## src/rtl/lfr_pkg.sv

```systemverilog
// Shared types for the length-framed receiver.
package lfr_pkg;
    typedef enum logic [1:0] {
        ST_READ = 2'd0,
        ST_SKIP = 2'd1,
        ST_DONE = 2'd2
    } rx_state_e;

    localparam int CNT_IO      = 0;
    localparam int CNT_MISSED  = 1;
    localparam int CNT_CONTENT = 2;
    localparam int CNT_PACKETS = 3;
    localparam int NUM_CNT     = 4;
endpackage

```

## src/rtl/lfr_stat_bank.sv

```systemverilog
// Bank of wrapping statistics counters. Each counter increments by one in
// any cycle where its bump bit is high. Assumes bump is a registered-domain
// single-cycle strobe.
module lfr_stat_bank #(
    parameter int N = 4,
    parameter int W = 16
) (
    input  logic              clk,
    input  logic              rst_n,
    input  logic [N-1:0]      bump,
    output logic [N-1:0][W-1:0] value
);
    for (genvar i = 0; i < N; i++) begin : g_cnt
        // One counter per statistic.
        always_ff @(posedge clk) begin
            if (!rst_n)
                value[i] <= '0;
            else if (bump[i])
                value[i] <= value[i] + W'(1);
        end
    end
endmodule

```

## src/rtl/lfr_idle_timer.sv

```systemverilog
// Idle timer: counts cycles while armed and not restarted, and reports
// expiry once the count reaches the limit. Assumes the owner leaves the
// armed condition once it has acted on expiry.
module lfr_idle_timer #(
    parameter int TW = 8
) (
    input  logic          clk,
    input  logic          rst_n,
    input  logic          restart,
    input  logic          armed,
    input  logic [TW-1:0] limit,
    output logic          expired
);
    logic [TW-1:0] count;

    assign expired = armed && (count >= limit);

    // Count idle cycles, clearing on activity or when disarmed.
    always_ff @(posedge clk) begin
        if (!rst_n)
            count <= '0;
        else if (restart || !armed)
            count <= '0;
        else if (!expired)
            count <= count + TW'(1);
    end

    assert_restart_clears_R5: assert property (@(posedge clk) disable iff (!rst_n)
        restart |=> (count == '0));
endmodule

```

## src/rtl/lenframe_rx.sv

```systemverilog
// Length-framed packet receiver. Takes bytes with line-error flags, writes
// accepted bytes into a buffer and learns the packet length from the second
// byte. It holds a finished packet until release and keeps statistics.
// Assumes in_valid is at most one byte per cycle and release_pulse is one cycle.
module lenframe_rx
    import lfr_pkg::*;
#(
    parameter int BUF_SIZE = 16,
    parameter int TW       = 8,
    localparam int AW      = $clog2(BUF_SIZE),
    localparam int LW      = $clog2(BUF_SIZE + 1)
) (
    input  logic          clk,
    input  logic          rst_n,
    input  logic          in_valid,
    input  logic [7:0]    in_data,
    input  logic          in_frame_err,
    input  logic          in_overrun_err,
    input  logic          in_parity_err,
    input  logic          buf_ready,
    input  logic          release_pulse,
    input  logic [TW-1:0] idle_limit,
    output logic          wr_en,
    output logic [AW-1:0] wr_addr,
    output logic [7:0]    wr_data,
    output logic          msg_ready,
    output logic [1:0]    rx_state,
    output logic [LW-1:0] byte_count,
    output logic [15:0]   cnt_io_err,
    output logic [15:0]   cnt_missed,
    output logic [15:0]   cnt_content,
    output logic [15:0]   cnt_packets
);
    localparam logic [9:0]    LEN_LIMIT = 10'(BUF_SIZE - 1);
    localparam logic [LW-1:0] FULL_LEFT = LW'(BUF_SIZE);

    rx_state_e     mode, n_mode, eff_mode;
    logic [AW-1:0] pos, n_pos, eff_pos;
    logic [LW-1:0] used, n_used, eff_used;
    logic [LW-1:0] left, n_left, eff_left;
    logic [NUM_CNT-1:0] bump;
    logic [NUM_CNT-1:0][15:0] cnt_val;
    logic          store, any_err, take_release, armed, expired;
    logic [9:0]    total;

    assign any_err      = in_frame_err || in_overrun_err || in_parity_err;
    assign take_release = release_pulse && (mode == ST_DONE);
    assign armed        = (mode == ST_SKIP) || ((mode == ST_READ) && (used != '0));
    assign total        = {2'b00, in_data} + 10'd3;

    // Apply a release first so a same-cycle byte sees a fresh buffer.
    always_comb begin
        eff_mode = take_release ? ST_READ   : mode;
        eff_pos  = take_release ? '0        : pos;
        eff_used = take_release ? '0        : used;
        eff_left = take_release ? FULL_LEFT : left;
    end

    // Mode machine: decide the fate of each byte and the next buffer state.
    always_comb begin
        n_mode = eff_mode;
        n_pos  = eff_pos;
        n_used = eff_used;
        n_left = eff_left;
        bump   = '0;
        store  = 1'b0;
        if (in_valid) begin
            if (any_err) begin
                bump[CNT_IO] = 1'b1;
                n_mode       = ST_SKIP;
            end else begin
                unique case (eff_mode)
                    ST_READ: begin
                        if (!buf_ready) begin
                            bump[CNT_MISSED] = 1'b1;
                            n_mode           = ST_SKIP;
                        end else begin
                            store  = 1'b1;
                            n_pos  = eff_pos + AW'(1);
                            n_used = eff_used + LW'(1);
                            n_left = eff_left - LW'(1);
                            if (n_left == '0) begin
                                bump[CNT_PACKETS] = 1'b1;
                                n_mode            = ST_DONE;
                            end else if (n_used == LW'(2)) begin
                                if (total >= LEN_LIMIT) begin
                                    bump[CNT_CONTENT] = 1'b1;
                                    n_mode            = ST_SKIP;
                                end else begin
                                    n_left = LW'(total - 10'd2);
                                end
                            end
                        end
                    end
                    ST_SKIP: ;
                    default: begin
                        bump[CNT_MISSED] = 1'b1;
                        n_mode           = ST_SKIP;
                    end
                endcase
            end
        end else if (expired) begin
            n_mode = ST_READ;
            n_pos  = '0;
            n_used = '0;
            n_left = FULL_LEFT;
        end
    end

    // State and buffer bookkeeping registers.
    always_ff @(posedge clk) begin
        if (!rst_n) begin
            mode <= ST_READ;
            pos  <= '0;
            used <= '0;
            left <= FULL_LEFT;
        end else begin
            mode <= n_mode;
            pos  <= n_pos;
            used <= n_used;
            left <= n_left;
        end
    end

    // Registered buffer write port.
    always_ff @(posedge clk) begin
        if (!rst_n) begin
            wr_en   <= 1'b0;
            wr_addr <= '0;
            wr_data <= '0;
        end else begin
            wr_en   <= store;
            wr_addr <= eff_pos;
            wr_data <= in_data;
        end
    end

    lfr_stat_bank #(.N(NUM_CNT), .W(16)) u_stats (
        .clk   (clk),
        .rst_n (rst_n),
        .bump  (bump),
        .value (cnt_val)
    );

    lfr_idle_timer #(.TW(TW)) u_timer (
        .clk     (clk),
        .rst_n   (rst_n),
        .restart (in_valid),
        .armed   (armed),
        .limit   (idle_limit),
        .expired (expired)
    );

    assign cnt_io_err  = cnt_val[CNT_IO];
    assign cnt_missed  = cnt_val[CNT_MISSED];
    assign cnt_content = cnt_val[CNT_CONTENT];
    assign cnt_packets = cnt_val[CNT_PACKETS];
    assign msg_ready   = (mode == ST_DONE);
    assign rx_state    = mode;
    assign byte_count  = used;

    assert_err_skips_R2: assert property (@(posedge clk) disable iff (!rst_n)
        (in_valid && any_err) |=> (rx_state == 2'd1 && !wr_en));
    assert_err_counts_R2: assert property (@(posedge clk) disable iff (!rst_n)
        (in_valid && any_err) |=> (cnt_io_err == $past(cnt_io_err) + 16'd1));
    assert_nobuf_missed_R4: assert property (@(posedge clk) disable iff (!rst_n)
        (in_valid && !any_err && !buf_ready && mode == ST_READ && !take_release)
        |=> (cnt_missed == $past(cnt_missed) + 16'd1));
    assert_skip_nowrite_R5: assert property (@(posedge clk) disable iff (!rst_n)
        (in_valid && mode == ST_SKIP) |=> !wr_en);
    assert_done_counts_R8: assert property (@(posedge clk) disable iff (!rst_n)
        $rose(msg_ready) |-> (cnt_packets == $past(cnt_packets) + 16'd1));
    assert_release_empties_R9: assert property (@(posedge clk) disable iff (!rst_n)
        (take_release && !in_valid) |=> (byte_count == '0 && rx_state == 2'd0));
endmodule

```

## config.mk

```make
export PLATFORM = sky130hd
export DESIGN_NAME = lenframe_rx
export DESIGN_NICKNAME = d
export VERILOG_FILES = /design/src/rtl/lfr_pkg.sv /design/src/rtl/lfr_stat_bank.sv /design/src/rtl/lfr_idle_timer.sv /design/src/rtl/lenframe_rx.sv
export SDC_FILE = /design/constraint.sdc
export NUM_CORES = 1
export LEC_CHECK = 0
export ABC_AREA = 1
export BUFFER_PORTS_ARGS = -buffer_cell sky130_fd_sc_hd__clkbuf_2
export CORE_MARGIN = 4
export CORE_UTILIZATION = 51
export CTS_CLUSTER_SIZE = 14
export DETAILED_ROUTE_END_ITERATION = 8
export PLACE_DENSITY = 0.77
export SLEW_MARGIN = 40
export SYNTH_ARGS = -nofsm -noshare
export SYNTH_HDL_FRONTEND = slang
export SYNTH_HIERARCHICAL = 1
export SYNTH_SLANG_ARGS = --single-unit
```

## constraint.sdc

```tcl
create_clock -name clk -period 2.96 [get_ports clk]
set_clock_uncertainty 0.05 [all_clocks]
set_input_delay 0.148 -clock clk [delete_from_list [all_inputs] [get_ports clk]]
set_output_delay 0.148 -clock clk [all_outputs]
set_load 0.005 [all_outputs]
```

==> results.json, run 1 <==
{
  "status": "finished clean",
  "core-area_um2": 10940,
  "synth.avg_cell_area_um2": 6.679,
  "yosysMostFrequentCell": "nand2_1",
  "antenna_cells": 0,
  "netlist_top_cells_area": "dfxtp_1 (35%), nand2_1 (15%), nor2_1 (8.2%)",
  "worst_slew_margin_rel_pct": 60.84,
  "yosys-top-cells-count": "nand2_1 (222), nor2_1 (125), inv_1 (114), dfxtp_1 (101), nand3_1 (70)",
  "htree_levels": 3,
  "min_period_ns": 2.703,
  "syn_inst": 858,
  "antenna_found_initial": 0,
  "gp_congestion": 0.9450,
  "yosys.area.top_type_share_pct": 35.28,
  "fin_hold_ws_ns": 0.02385,
  "clock_power_share_pct": 46.4,
  "max_clock_freq_mhz": 370.0,
  "power_mw": 2.965,
  "worst-r2r-setup-slack_ns": 0.26,
  "crit_path_end_kind": "register",
  "grt_pass1_vias": 4895,
  "synth_flop_cell": "dfxtp_1",
  "numClockSinks": 101,
  "internal_power_mw": 2.277,
  "cts_tree": "done",
  "rsz0062_at_grt": "true",
  "final_nets": 1024,
  "area_growth_pct": 20.31,
  "initial_core_util_pct": 52.40,
  "path_class": "reg2reg",
  "routedWlPerCell_um": 11.81,
  "max_cap_violations": 0,
  "seqPwrFrac_pct": 46.6,
  "dieArea_um2": 13000,
  "setup_viol": 0,
  "crit_path_start_kind": "register",
  "reg2regPathDepth": 18,
  "drt_iter0_drc": 383,
  "yosys_register_bits": 101,
  "grt_pass1_wl_mm": 22.40,
  "swShare_pct": 23.18,
  "synth-edff-count": 0,
  "track_usage_pct": 20.89,
  "cts_root_buffer": "clkbuf_16",
  "hold_viol": 0,
  "drt.antenna.violating_nets": 0,
  "powerDensity_nw_per_um2": 430.0,
  "finalSetupTns_ns": 0,
  "netlist_area_um2": 5730,
  "drt_wl_total_mm": 13.27,
  "switching_power_uw": 687.3,
  "syn_nets": 904,
  "async_flop_share_pct": 0,
  "drive_gt1_share_pct": 19.13,
  "fin_crit_sh_pct": 91.31,
  "drc": 0,
  "critPathArrivalTime_ns": 2.90,
  "port_buffers": 108,
  "critical_path_required_ns": 3.16,
  "detailed_place_hpwl_mm": 9.820,
  "chipWidth_um": 114,
  "synth.distinct_cells": 47,
  "io_pins": 109,
  "ir_worst_vdd_mv": 0.4803,
  "grt_max_degree": 23,
  "min_path_type": "in2reg",
  "whs_path_depth": 3,
  "drt-vias-per-instance": 5.032,
  "worst_pin_slew_ns": 0.5853,
  "slew_violations": 0,
  "vias": 5651,
  "grt_overflow_total": 0,
  "critPathMaxFanout": 10,
  "synth_largest_area_cell": "dfxtp_1",
  "die-height_um": 114,
  "synth_seq_area_share_pct": 35.28,
  "core.rowCount": 38,
  "worstSkewPairLatency_ns": 0.36,
  "fin_area_um2": 6894,
  "clk_pin_slew_ns": 0.07,
  "yosysWarnings": 6,
  "leakage_nw": 3.307,
  "combPwrFrac_pct": 7.1,
  "postPlaceCellArea_um2": 6427,
  "cts_inserted_buffers": 9,
  "detail_route.first_pass.iterations": 5,
  "clockBufferDepth": 2
}
==> cell usage in the layout (no fill, tap or decap), types with 4 or more instances in the layout <==
cell           instances
nor3_1                 8
inv_2                  8
nand3_2                6
buf_4                 12
xnor2_1                6
dfxtp_1              101
o21bai_1               4
nand2_2                6
a21oi_1               53
a211oi_1               5
nand3b_1               4
nor2_1               121
ha_1                  22
nor2_2                 9
nor2_4                 7
nand4_1               16
nand3_1               68
xor2_1                 8
o21ai_0               22
dlygate4sd3_1          5
clkbuf_2             108
inv_1                114
nand2_1              221
clkbuf_16              9
==> per-stage QoR <==
stage | utilization [%] | std cells | setup WS [ns]
floorplan | - | 858 | 0.1422
global placement | 58.78 | 1099 | 0.09815
detailed placement | 58.78 | 1099 | 0.03192
CTS | 62.40 | 1120 | 0.009869
global route | 63.04 | 1123 | -0.03536
finish | 63.04 | 1123 | 0.2573
==> sequential cells by signal (all words and copies together), names as in the netlist <==
register,count
u_stats/value,64
u_timer/count,8
wr_data,8
byte_count,5
left,5
pos,4
wr_addr,4
rx_state,2
wr_en,1
==> critical path: stages, from the launching register on <==
cell and delay [ns]:
dfxtp_1 0.43, nand3_4 0.15, nand2_1 0.10, inv_1 0.07, ha_1 0.22, nand2_1 0.07
inv_1 0.05, nand3_1 0.07, nand2_1 0.05, nand2_1 0.08, nand2_2 0.10, nor2_8 0.14
nand3_2 0.13, nor2_4 0.20, inv_1 0.08, nor2_1 0.25, nand2_1 0.11, o21ai_0 0.17
a21oi_1 0.06
==> layout make-up <==
class	count	area, um2
fill	1045	4041
multi-input combinational	617	3202
sequential	101	2022
timing repair buffer	125	680.7
inverter	124	467.9
clock buffer	9	225.2
tap	140	175.2
clock inverter	7	121.4
==> kinds of logic after synthesis <==
kind of cell	count (synthesis)	share of synthesized area, %
DFF	101	35.28
and+or+nand+nor	480	38.04
xor gates and xnor gates	14	2.140
AOI/OAI and AO/OA	101	9.957
adders and majority gates	22	4.803
buffers and inverters	140	9.782
==> what timing repair did <==
item | CTS | global route
buffers inserted | 0 | 3
hold buffers | 5 | 0
endpoints found under the setup margin | 0 | 20
resized for setup | 0 | 12
endpoints found under the hold margin | 5 | 0
==> final timing paths <==
kind	endpoint	from
setup / recovery	u_stats/value[37]$_SDFFE_PN0P_	rx_state[1]$_SDFF_PN0_
hold reg to reg	wr_addr[3]$_SDFF_PN0_	pos[3]$_SDFF_PN0_
hold / removal	left[3]$_SDFF_PN0_	in_valid
setup reg to reg	u_stats/value[37]$_SDFFE_PN0P_	rx_state[1]$_SDFF_PN0_
==> per-layer routing <==
metal | wire (um) | track usage (%) | vias to the layer above
met3 | 755 | 5.358 | 12
met1 | 5975 | 26.83 | 2528
met5 | 0 | 0 | -
met2 | 6384 | 34.62 | 134
li1 | - | - | 2977
met4 | 151 | 6.176 | 0
==> power groups by stage <==
stage               sequential, mW  clock, mW  combinational (mW)
floorplan                     1.41          0               0.135
global placement              1.41          0               0.201
detailed placement            1.41          0               0.203
CTS                           1.38       1.41               0.210
global route                  1.38       1.47               0.240
finish                        1.38       1.37               0.209
(Power assumes the default switching activity.)
==> run 2: changes to the inputs <==
- CAP_MARGIN: unset -> 20
- CORE_UTILIZATION: 51 -> 35
- PLACE_DENSITY: 0.77 -> unset
- REMOVE_ABC_BUFFERS: unset -> 1
==> run 2 against run 1 <==
Net effect:
- sequential share of layout area is essentially flat
- routed wire length grew 6.8%
- combinational power is essentially flat
- die area grew 42%
- critical path depth is the same
- via count shrank 1.9%
- largest cell class unchanged
==> results.json, run 2 (synthesis results as in run 1) <==
{
  "routedWlPerCell_um": 11.80,
  "worst-r2r-setup-slack_ns": 0.32,
  "cp_slowest_cell": "dfxtp_1",
  "layout.cells.non_filler": 1201,
  "initial_core_util_pct": 35.94,
  "drt-vias-per-instance": 4.615,
  "area_growth_pct": 20.15,
  "crit_path_start_kind": "register",
  "core.rowCount": 46,
  "power_mw": 2.668,
  "io_pins": 109,
  "ir_worst_vdd_mv": 0.2480,
  "drt_wl_total_mm": 14.17,
  "critPathMaxFanout": 11,
  "powerDensity_nw_per_um2": 387.4,
  "clock_power_share_pct": 40.3,
  "combPwrFrac_pct": 7.9,
  "swShare_pct": 24.21,
  "grt_pass1_wl_mm": 23.96,
  "drc": 0,
  "postPlaceCellArea_um2": 6538,
  "status": "finished clean",
  "grt_overflow_total": 0,
  "numClockSinks": 101,
  "r2r-start": "rx_state[0]$_SDFF_PN0_",
  "htree_levels": 3,
  "worst_slew_margin_rel_pct": 56.59,
  "path_class": "reg2reg",
  "grt_max_degree": 34,
  "top_register": "u_stats/value",
  "utilization_pct": 43.19,
  "worstReg2RegEnd": "u_stats/value[43]$_SDFFE_PN0P_",
  "critical_path_required_ns": 3.15,
  "drive_gt1_share_pct": 18.27,
  "slew_violations": 0,
  "min_period_ns": 2.645,
  "rsz0062_at_grt": "false",
  "core-area_um2": 15940,
  "max_clock_freq_mhz": 378.1,
  "cts_root_buffer": "clkbuf_16",
  "antenna_cells": 0,
  "finalSetupTns_ns": 0,
  "setup_viol": 0,
  "critPathArrivalTime_ns": 2.84,
  "hold_viol": 0,
  "max_stage_delay_ns": 0.34,
  "fin_crit_sh_pct": 89.35,
  "port_buffers": 108,
  "min_path_type": "in2reg",
  "track_usage_pct": 15.77,
  "max_cap_violations": 0,
  "fin_area_um2": 6885,
  "worstSkewPairLatency_ns": 0.34,
  "grt_pass1_vias": 5029,
  "cts_inserted_buffers": 9,
  "cp_cell_sequence": "inv_2 -> nand3_4 -> buf_4 -> nand2_1 -> ha_1 -> nand3b_1 -> nand2_1 -> nor2_1 -> nand3_2 -> nand3_2 -> nor2_4 -> nand3_1 -> nor2_2 -> inv_1 -> nor2_1 -> nand2_1 -> nand2_1 -> nor2_1",
  "top_regs": "u_stats/value (64), u_timer/count (8), wr_data (8)",
  "mostFrequentLayoutCells": "nand2_1 (222), nor2_1 (123), inv_1 (114)",
  "layout_commonest_cell": "nand2_1",
  "internal_power_mw": 2.022,
  "largest_reg_flops": 64,
  "cp-startpoint": "rx_state[0]$_SDFF_PN0_",
  "switching_power_uw": 645.9,
  "clockBufferDepth": 2,
  "timing.critical_path.mode_cell": "nand2_1",
  "nFillCells": 1653,
  "drt_iter0_drc": 303,
  "dp.cells": 1177,
  "vias": 5543,
  "seqPwrFrac_pct": 51.8,
  "reg2regPathDepth": 18,
  "chipWidth_um": 136.0,
  "final_nets": 1026,
  "antenna_found_initial": 0,
  "gp_congestion": 0.8641,
  "dieArea_um2": 18480,
  "crit_path_end_kind": "register",
  "leakage_nw": 3.273,
  "cts_tree": "done",
  "worst_pin_slew_ns": 0.6472,
  "detailed_place_hpwl_mm": 10.85,
  "crit_end": "u_stats/value[43]$_SDFFE_PN0P_",
  "detail_route.first_pass.iterations": 5,
  "clk_pin_slew_ns": 0.07,
  "die-height_um": 136.0,
  "drt.antenna.violating_nets": 0
}
[run 2: area by class of cell]
cell class | instances | area, um2 | share of cell area, %
clock buffer | 15 | 247.7 | 3.598
tap | 216 | 270.3 | 3.925
multi-input combinational | 617 | 3174 | 46.10
timing repair buffer | 127 | 695.7 | 10.10
inverter | 124 | 467.9 | 6.796
sequential | 101 | 2022 | 29.37
clock inverter | 1 | 7.507 | 0.1090
[run 2: worst min path at each step]
stage	startpoint	to	slack, ns	cells past startpoint
3_5_place_dp	in_data[1]	wr_data[1]$_SDFF_PN0_	0.32	3
5_1_grt	in_data[6]	wr_data[6]$_SDFF_PN0_	0.04	3
4_1_cts	in_data[6]	wr_data[6]$_SDFF_PN0_	0.004	3
2_1_floorplan	in_data[0]	wr_data[0]$_SDFF_PN0_	0.19	2
3_3_place_gp	in_data[1]	wr_data[1]$_SDFF_PN0_	0.31	3
6_report	in_data[6]	wr_data[6]$_SDFF_PN0_	0.02	3
[run 2: metal layers]
| layer | track usage, % | part of all wire, % | vias up |
|---|---|---|---|
| met1 | 20.67 | 49 | 2458 |
| met4 | 5.879 | 1.6 | 0 |
| met3 | 3.516 | 4.9 | 12 |
| met2 | 25.41 | 45 | 90 |
| met5 | 0 | 0 | - |
| li1 | - | - | 2983 |
[run 2: power groups by stage]
stage	combinational (mW)	sequential [mW]	clock [mW]
2_1_floorplan	0.121	1.41	0
3_3_place_gp	0.206	1.41	0
3_5_place_dp	0.206	1.41	0
4_1_cts	0.212	1.38	1.12
5_1_grt	0.240	1.38	1.17
6_report	0.211	1.38	1.08
[run 2: stage by stage]
stage / setup slack [ns] / hold slack (ns)
2_1_floorplan: -0.2855 / 0.1915
3_3_place_gp: 0.1253 / 0.3111
3_5_place_dp: 0.09579 / 0.3167
4_1_cts: 0.07983 / 0.003830
5_1_grt: 0.01566 / 0.04050
6_report: 0.3153 / 0.02239
[run 2: worst max-delay path, delay by kind of cell, from the launching register on]
family,cells,cell delay [ns]
buf+inv,3,0.33
fa+ha+maj,1,0.24
simple gates,14,1.58
flops,1,0.34
[run 2: what timing repair did]
item	4_1_cts	5_1_grt
endpoints found under the hold margin	5	0
buffers inserted	0	3
endpoints found under the setup margin	0	23
hold buffers	5	0
resized for setup	0	5
